<file path="src/rtl/iobus_pkg.sv">
package iobus_pkg;

  localparam int BUS_W  = 16;
  localparam int FRAG_W = 24;
  localparam int LONG_W = 32;

  typedef enum logic [1:0] {ST_IDLE, ST_BUS, ST_DONE} seq_state_e;

  typedef struct packed {
    logic             is_byte;
    logic [1:0]       add;
    logic [BUS_W-1:0] data;
  } step_t;

  // One or two bus cycles for a fragment.
  function automatic logic need_two(logic [1:0] len, logic a0, logic wr);
    if (wr) return (len == 2'd3) || ((len == 2'd2) && a0);
    return ({1'b0, len} + {2'b00, a0}) > 3'd2;
  endfunction

  // Size, address increment and raw (right-aligned) data of cycle idx.
  function automatic step_t step_of(logic idx, logic [1:0] len, logic a0,
                                    logic wr, logic [FRAG_W-1:0] d);
    step_t s;
    s.is_byte = 1'b0;
    s.add     = 2'd0;
    s.data    = '0;
    if (!wr) begin
      s.add = idx ? 2'd2 : 2'd0;
    end else begin
      case (len)
        2'd2: begin
          if (a0) begin
            s.is_byte = 1'b1;
            s.add     = idx ? 2'd1 : 2'd0;
            s.data    = idx ? {8'h00, d[15:8]} : {8'h00, d[7:0]};
          end else begin
            s.data = d[15:0];
          end
        end
        2'd3: begin
          if (a0) begin
            if (idx) begin
              s.add  = 2'd1;
              s.data = d[23:8];
            end else begin
              s.is_byte = 1'b1;
              s.data    = {8'h00, d[7:0]};
            end
          end else begin
            if (idx) begin
              s.is_byte = 1'b1;
              s.add     = 2'd2;
              s.data    = {8'h00, d[23:16]};
            end else begin
              s.data = d[15:0];
            end
          end
        end
        default: begin
          s.is_byte = 1'b1;
          s.data    = {8'h00, d[7:0]};
        end
      endcase
    end
    return s;
  endfunction

  // Position the read words as an aligned longword read would.
  function automatic logic [LONG_W-1:0] assemble(logic two, logic a1,
                                                 logic [BUS_W-1:0] w0,
                                                 logic [BUS_W-1:0] w1);
    if (two) return {w1, w0};
    if (a1)  return {w0, 16'h0000};
    return {16'h0000, w0};
  endfunction

endpackage

</file>
<file path="src/rtl/iobus_plan.sv">
module iobus_plan
  import iobus_pkg::*;
#(
  parameter int AW = 16
) (
  input  logic [AW-1:0]     addr,
  input  logic [1:0]        len,
  input  logic              wr,
  input  logic [FRAG_W-1:0] data,
  input  logic              idx,
  output logic [AW-1:0]     cyc_addr,
  output logic              cyc_byte,
  output logic [BUS_W-1:0]  cyc_data,
  output logic              cyc_last,
  output logic              two
);
  step_t         st;
  logic [AW-1:0] base;

  always_comb begin
    st       = step_of(idx, len, addr[0], wr, data);
    two      = need_two(len, addr[0], wr);
    base     = wr ? addr : {addr[AW-1:1], 1'b0};
    cyc_addr = base + AW'(st.add);
    cyc_byte = st.is_byte;
    cyc_data = st.data;
    cyc_last = two ? idx : 1'b1;
  end
endmodule

</file>
<file path="src/rtl/iobus_lane.sv">
module iobus_lane
  import iobus_pkg::*;
(
  input  logic             is_byte,
  input  logic             a0,
  input  logic             active,
  input  logic             wr,
  input  logic [BUS_W-1:0] raw,
  output logic [BUS_W-1:0] wdata,
  output logic [1:0]       bsel
);
  always_comb begin
    wdata = '0;
    bsel  = 2'b00;
    if (active) begin
      if (is_byte) begin
        bsel = a0 ? 2'b10 : 2'b01;
        if (wr) wdata = a0 ? {raw[7:0], 8'h00} : {8'h00, raw[7:0]};
      end else begin
        bsel = 2'b11;
        if (wr) wdata = raw;
      end
    end
  end
endmodule

</file>
<file path="src/rtl/iobus_seq.sv">
module iobus_seq
  import iobus_pkg::*;
#(
  parameter int AW = 16
) (
  input  logic              clk,
  input  logic              rst_n,
  input  logic              req_valid,
  input  logic [AW-1:0]     req_addr,
  input  logic [1:0]        req_len,
  input  logic              req_write,
  input  logic [FRAG_W-1:0] req_wdata,
  output logic              req_ready,
  output logic [LONG_W-1:0] rsp_rdata,
  output logic              bus_valid,
  output logic [AW-1:0]     bus_addr,
  output logic              bus_write,
  output logic              bus_byte,
  output logic [1:0]        bus_bsel,
  output logic [BUS_W-1:0]  bus_wdata,
  input  logic [BUS_W-1:0]  bus_rdata,
  input  logic              bus_ack
);
  seq_state_e        state_q;
  logic [AW-1:0]     addr_q;
  logic [1:0]        len_q;
  logic              wr_q;
  logic [FRAG_W-1:0] data_q;
  logic              idx_q;
  logic [BUS_W-1:0]  w0_q, w1_q;

  logic              accept_evt;
  logic              ack_evt;
  logic              final_evt;
  logic [AW-1:0]     cyc_addr;
  logic              cyc_byte;
  logic [BUS_W-1:0]  cyc_data;
  logic              cyc_last;
  logic              two;

  assign accept_evt = (state_q == ST_IDLE) && req_valid;
  assign ack_evt    = (state_q == ST_BUS) && bus_ack;
  assign final_evt  = ack_evt && cyc_last;

  iobus_plan #(.AW(AW)) u_plan (
    .addr     (addr_q),
    .len      (len_q),
    .wr       (wr_q),
    .data     (data_q),
    .idx      (idx_q),
    .cyc_addr (cyc_addr),
    .cyc_byte (cyc_byte),
    .cyc_data (cyc_data),
    .cyc_last (cyc_last),
    .two      (two)
  );

  iobus_lane u_lane (
    .is_byte (cyc_byte),
    .a0      (cyc_addr[0]),
    .active  (state_q == ST_BUS),
    .wr      (wr_q),
    .raw     (cyc_data),
    .wdata   (bus_wdata),
    .bsel    (bus_bsel)
  );

  always_ff @(posedge clk) begin
    if (!rst_n) begin
      state_q <= ST_IDLE;
      addr_q  <= '0;
      len_q   <= 2'd1;
      wr_q    <= 1'b0;
      data_q  <= '0;
      idx_q   <= 1'b0;
      w0_q    <= '0;
      w1_q    <= '0;
    end else begin
      case (state_q)
        ST_IDLE: if (accept_evt) begin
          addr_q  <= req_addr;
          len_q   <= (req_len == 2'd0) ? 2'd1 : req_len;
          wr_q    <= req_write;
          data_q  <= req_wdata;
          idx_q   <= 1'b0;
          state_q <= ST_BUS;
        end
        ST_BUS: if (ack_evt) begin
          if (!wr_q) begin
            if (idx_q) w1_q <= bus_rdata;
            else       w0_q <= bus_rdata;
          end
          if (cyc_last) state_q <= ST_DONE;
          else          idx_q   <= 1'b1;
        end
        default: state_q <= ST_IDLE;
      endcase
    end
  end

  assign bus_valid = (state_q == ST_BUS);
  assign bus_addr  = bus_valid ? cyc_addr : '0;
  assign bus_write = bus_valid && wr_q;
  assign bus_byte  = bus_valid && cyc_byte;
  assign req_ready = (state_q == ST_DONE);
  assign rsp_rdata = wr_q ? '0 : assemble(two, addr_q[1], w0_q, w1_q);
endmodule

</file>
<file path="config.mk">
export PLATFORM = sky130hd
export DESIGN_NAME = iobus_seq
export DESIGN_NICKNAME = d
export VERILOG_FILES = /design/src/rtl/iobus_pkg.sv /design/src/rtl/iobus_plan.sv /design/src/rtl/iobus_lane.sv /design/src/rtl/iobus_seq.sv
export SDC_FILE = /design/constraint.sdc
export NUM_CORES = 1
export LEC_CHECK = 0
export BUFFER_PORTS_ARGS = -buffer_cell sky130_fd_sc_hd__buf_2
export CELL_PAD_IN_SITES_DETAIL_PLACEMENT = 1
export CELL_PAD_IN_SITES_GLOBAL_PLACEMENT = 2
export CORE_ASPECT_RATIO = 1.1
export CORE_UTILIZATION = 26
export DETAILED_ROUTE_END_ITERATION = 6
export PLACE_DENSITY_LB_ADDON = 0.05
export SLEW_MARGIN = 10
export SYNTH_ARGS = -nofsm -noshare
export SYNTH_HDL_FRONTEND = slang
export SYNTH_SLANG_ARGS = --single-unit
</file>
<file path="constraint.sdc">
create_clock -name clk -period 2.5 [get_ports clk]
set_clock_uncertainty 0.1 [all_clocks]
set_input_delay 0.5 -clock clk [delete_from_list [all_inputs] [get_ports clk]]
set_output_delay 0.5 -clock clk [all_outputs]
set_load 0.01 [all_outputs]
</file>
# ---- After elaboration in Yosys (flattened, before gate mapping)
# Index checks and enable logic that the tools add are counted.
dict set report word_totals {
  reg_bits 78
  in_bits 63
  output_inout_bits 70
  wordCells 81
}
dict set report op_classes {
  n_addsub 2
  magnitude_cmp 1
  eq_ne 8
  n_mux 46
  bitwise 2
  reduce_logical 14
}
# op count
set op_table {}
lappend op_table {{2-to-1 mux 32 bit} 5}
lappend op_table {{2-to-1 mux 16 bit} 9}
lappend op_table {{case mux 16 bit (2 select lines)} 1}
lappend op_table {{2-to-1 mux 19 bit} 1}
lappend op_table {{2-to-1 mux 2 bit} 9}
lappend op_table {{adder 16 x 2 -> 16 bit} 1}
lappend op_table {{2-to-1 mux 1 bit} 14}
lappend op_table {{AND reduction 4 bit} 3}
lappend op_table {{2-to-1 mux 8 bit} 1}
lappend op_table {{case mux 2 bit (2 select lines)} 2}
lappend op_table {{== test 2 bit, second input constant} 3}
lappend op_table {{2-to-1 mux 3 bit} 2}
lappend op_table {{logical AND 1 bit} 5}
lappend op_table {{zero test 2 bit} 2}
lappend op_table {{!= test 2 x 1 -> 1 bit, second input constant} 2}
lappend op_table {{!= test 2 bit, second input constant} 2}
lappend op_table {{case mux 1 bit (2 select lines)} 2}
lappend op_table {{adder 2 x 1 -> 3 bit} 1}
lappend op_table {{greater-than comparator 3 x 2 -> 1 bit, second input constant} 1}
lappend op_table {{AND reduction 3 bit} 1}
lappend op_table {{== test 2 x 1 -> 1 bit, second input constant} 1}
lappend op_table {{NOT 1 bit} 2}
lappend op_table {{AND reduction 2 bit} 1}
lappend op_table {{nonzero test 2 bit} 1}
lappend op_table {{logical OR 1 bit} 1}

# ---- Depth between registers and ports, before layout
dict set report depth {
  ltp_word 10
  ltp_mapped 11
  ltp_nobuf 10
}

# ---- By module
# From an unflattened synthesis, not the netlist that was laid out.
dict set report hier_totals {
  cells_unflattened 540
  area_unflattened_um2 4441.8
}
# mod n_inst cells_per_inst area_per_inst_um2 seq_area_each_um2
set by_module_without_submodules {}
lappend by_module_without_submodules {iobus_seq 1 387 3377.0 1561.5}
lappend by_module_without_submodules {iobus_plan 1 112 807.0 0.0}
lappend by_module_without_submodules {iobus_lane 1 41 257.7 0.0}

# ---- Worst setup path after synthesis
# No wires, ideal clock.
dict set report synth_timing {
  kind {register to output}
  from {reg len_q[1]}
  to {out bus_addr[8]}
  arrival_time_ns 2.297
  slack_ns -0.397
  path_stages_with_launch 11
  path_cell_list {dfxtp_1 -> buf_2 -> buf_1 -> and3_1 -> ha_1 -> inv_1 -> fa_1 -> and4b_1 -> nand4_1 -> xor2_1 -> nor2_1}
}
dict set report synth_between {
  elab_chain_len 5
}
# item line
set synth_rtl {}
lappend synth_rtl {{from (decl)} iobus_seq.sv:26} ;# logic [1:0] len_q;
lappend synth_rtl {{from (signal assigned)} iobus_seq.sv:82} ;# len_q <= (req_len == 2'd0) ? 2'd1 : req_len;
lappend synth_rtl {{== test 2 bit} iobus_pkg.sv:31} ;# case (len)
lappend synth_rtl {{case mux 2 bit (2 select lines) (*)} iobus_pkg.sv:31}
lappend synth_rtl {{2-to-1 mux 2 bit (*)} iobus_pkg.sv:28} ;# if (!wr) begin
lappend synth_rtl {{adder 16 x 2 -> 16 bit (*)} iobus_plan.sv:24} ;# cyc_addr = base + AW'(st.add);
lappend synth_rtl {{2-to-1 mux 16 bit (*)} iobus_seq.sv:102} ;# assign bus_addr = bus_valid ? cyc_addr : '0;
lappend synth_rtl {{to (decl)} iobus_seq.sv:16} ;# output logic [AW-1:0] bus_addr,
# Every way passes the cells marked *; elsewhere a longest branch is shown, timed or not.

# ---- Worst setup path in the final report
dict set report layout_timing {
  from {reg addr_q[0]}
  to {out bus_addr[2]}
}
dict set report layout_between {
  elab_chain_len 5
}
# item line
set layout_rtl {}
lappend layout_rtl {{from (decl)} iobus_seq.sv:25} ;# logic [AW-1:0] addr_q;
lappend layout_rtl {{from (signal assigned)} iobus_seq.sv:81} ;# addr_q <= req_addr;
lappend layout_rtl {{2-to-1 mux 19 bit / 2-to-1 mux 3 bit (equally long branches)} {iobus_pkg.sv:42, iobus_pkg.sv:33}}
lappend layout_rtl {{case mux 2 bit (2 select lines)} iobus_pkg.sv:31}
lappend layout_rtl {{2-to-1 mux 2 bit} iobus_pkg.sv:28}
lappend layout_rtl {{adder 16 x 2 -> 16 bit (*)} iobus_plan.sv:24}
lappend layout_rtl {{2-to-1 mux 16 bit (*)} iobus_seq.sv:102}
# Marks and branches as above.

==> flow_summary_export.csv <==
group,metric,value,unit
floorplan,die_w,126.5,um
timing,tightest_slew,0.7077,ns
logic_synthesis,yosys.cell_types.count,58,
placement,globalplace.congestion,0.7968,
final_layout,syn2layout_area_growth,49.31,%
logic_synthesis,ys_dominant_reg_cell,"dfxtp_1",
timing,timing.slew.headroom,0.5282,
grt,grt_pass1_vias,4792,
route,drc,0,
worst_setup_path,rrSetupSlack,0.37,ns
floorplan,core_area,16490,um2
logic_synthesis,ys_ff_latch,78,
logic_synthesis,netlist_area,4433,um2
worst_setup_path,worstPathRequired,1.90,ns
worst_setup_path,cp.arrival,2.39,ns
clock_tree,path_clk_slew,0.06,ns
route,via_per_inst,4.886,
logic_synthesis,synth_fp_nets,666,
final_layout,layout_commonest_cell,"nand2_1",
grt,antenna_found_initial,0,
grt,grt_max_degree,45,
route,antenna_left,0,
pwr,p_leak,2.844,nW
final_layout,drive_gt1_frac,0.3971,
clock_tree,cts_htree_levels,3,
final_layout,antennaDiodeCount,0,
grt,grt_pass1_wl,25120,um
clock_tree,root_buffer,"clkbuf_16",
route,wl_per_cell,16.94,um
route,drt_wl_total,16120,um
placement,numPortBuffers,132,
timing,setup_ws,-0.4892,ns
worst_setup_path,cp-end-kind,"primary output",
pwr,ir_worst_vdd,308.4,uV
timing,setup_violations,56,
final_layout,design_area,6619,um2
logic_synthesis,synth_edf_count,0,
final_layout,final_cell_mix,"165 x nand2_1, 112 x buf_2, 73 x dfxtp_1, 47 x a21boi_0, 32 x buf_4",
placement,hpwlAfterDp,11240,um
grt,grt_use_met2,0.3359,
worst_setup_path,crit_path_start_kind,"register",
logic_synthesis,synth.yosys.seq_area_share,0.3522,
timing,final_max_slew_viol_count,0,
placement,post_dp_cell_area,5450,um2
floorplan,ios,133,
floorplan,die_h,139.0,um
clock_tree,numClockSinks,78,
floorplan,rows,49,
logic_synthesis,synth.avg_cell_area,7.450,um2
timing,fmax,0.3345,GHz
worst_setup_path,cp_max_fo,4,
pwr,power_density,505.3,nW/um2
clock_tree,worstSkewPairLatency,0.34,ns
grt,grt_usage,0.1833,
floorplan,start_util,0.2688,
final_layout,nNetsFinal,815,
timing,rsz0062_at_grt,"true",
grt,use_met3,0.02469,
worst_setup_path,worstSetupPathType,"register to primary output",
route,vias,4651,
grt,grt-ovfl-total,0,
grt,use_met1,0.2168,
clock_tree,clock_path_buffers,2,
run_status,status,"finished with violations",
route,drt_iter0_drc,131,
worst_setup_path,slowest_stage,"dfxtp_4",
worst_setup_path,crit_path_cell_trace,"ha_4, and3_4, ha_4, inv_2, fa_2, buf_4, buf_6, buf_4, xor2_1, nor2_1, buf_2",
logic_synthesis,synth_warnings,0,
hold_path,hold_path_class,"primary input to register",
timing,hold_viol,0,
run_status,violations,"negative setup slack",
worst_setup_path,critical-path-max-stage-delay,0.39,ns
logic_synthesis,syn_inst,595,
route,first_pass_iters,4,
logic_synthesis,ys_async_sr_fraction,0,
clock_tree,cts_tree,"built",
flow_run,maxCapViolations,0,
timing,finalCritPeriodShare,1.196,
grt,grt_busiest_layer,"met2",
placement,place_ws,-0.2560,ns
clock_tree,cts_buffers,9,
timing,min_period,2.989,ns
floorplan,fp.dieArea,17580,um2
## report_power, final
part,internal (W),leakage (nW),switching (W)
clock network,0.000765,0.137,0.000534
logic,0.000305,2.07,0.000362
registers,0.00131,0.638,0.0000730
## worst max-delay path, delay by kind of cell, from the launching register on
kind | cells | cell delay (ns)
AND/OR/NAND/NOR | 2 | 0.33
buffers and inverters | 5 | 0.59
adder cells (fa/ha/maj) | 3 | 0.60
XOR/XNOR | 1 | 0.14
flip-flops | 1 | 0.39
## repair_timing
action,CTS,global route
resized for setup,50,103
gates cloned,1,3
buffers inserted,7,8
hold buffers,0,0
hold endpoints to repair,0,0
setup endpoints to repair,66,63
pin swaps,19,34
## flip-flops by register name, summed over array words and instances (netlist names)
register  cells
len_q         2
idx_q         1
wr_q          1
data_q       24
w0_q         16
addr_q       16
w1_q         16
state_q       2
## synthesized netlist by cell type, types with 3 or more instances
| master | n | area, um2 |
|---|---|---|
| a31oi_1 | 3 | 18.77 |
| o21ai_0 | 4 | 20.02 |
| and2_1 | 20 | 125.1 |
| a22oi_1 | 3 | 22.52 |
| a221oi_1 | 8 | 70.07 |
| nand2_1 | 192 | 720.7 |
| ha_1 | 7 | 87.58 |
| a21oi_1 | 15 | 75.07 |
| and4_1 | 3 | 26.28 |
| nand3_1 | 20 | 100.1 |
| buf_2 | 22 | 110.1 |
| dfxtp_1 | 78 | 1562 |
| clkbuf_1 | 15 | 56.30 |
| o22ai_1 | 7 | 43.79 |
| a21boi_0 | 47 | 352.8 |
| nor2b_1 | 3 | 18.77 |
| nand2b_1 | 14 | 87.58 |
| xnor2_1 | 6 | 52.55 |
| xor2_1 | 5 | 43.79 |
| and3_1 | 3 | 18.77 |
| nand4_1 | 15 | 93.84 |
| buf_4 | 3 | 22.52 |
| nor2_1 | 30 | 112.6 |
| a21boi_1 | 28 | 210.2 |
| inv_1 | 7 | 26.28 |
## cell families after synthesis
logic type	synth area share
buffers and inverters	0.05335
and+or+nand+nor	0.3331
adders and majority gates	0.02427
AOI/OAI and AO/OA	0.2131
xor gates and xnor gates	0.02173
muxes	0.002258
DFF	0.3522
## layout make-up
cell class                 instances  area (um2)
inverter                           8       41.29
fill                            1987        9873
timing repair buffer             179        1289
multi-input combinational        468        3172
tap                              204       255.2
clock inverter                     6       63.81
clock buffer                       9       225.2
sequential                        78        1573
## metal layers
| layer | vias up | routed length (um) |
|---|---|---|
| met5 | - | 0 |
| li1 | 2310 | - |
| met1 | 2213 | 6799 |
| met2 | 111 | 8504 |
| met3 | 17 | 575 |
| met4 | 0 | 244 |
## per-stage QoR
stage,hold slack [ns],total power [W],TNS [ns],util,std cells
2_1_floorplan,0.3353,0.001692,-0.5751,-,595
3_3_place_gp,0.3404,0.001924,-0.8424,0.3305,920
3_5_place_dp,0.3487,0.001934,-1.492,0.3305,920
4_1_cts,0.2873,0.003306,-18.04,0.3678,943
5_1_grt,0.3022,0.003516,-20.76,0.4013,952
6_report,0.2982,0.003345,-15.54,0.4013,952
## final timing paths
kind         cells after the start              startpoint                      end
max                             11  addr_q[0]$_SDFFE_PN0P_              bus_addr[2]
min                              3           req_wdata[15]  data_q[15]$_SDFFE_PN0P_
max reg2reg                      8  addr_q[0]$_SDFFE_PN0P_       idx_q$_SDFFE_PN0P_
min reg2reg                      2    w1_q[9]$_SDFFE_PN0P_     w1_q[9]$_SDFFE_PN0P_
(Power assumes the default switching activity.)
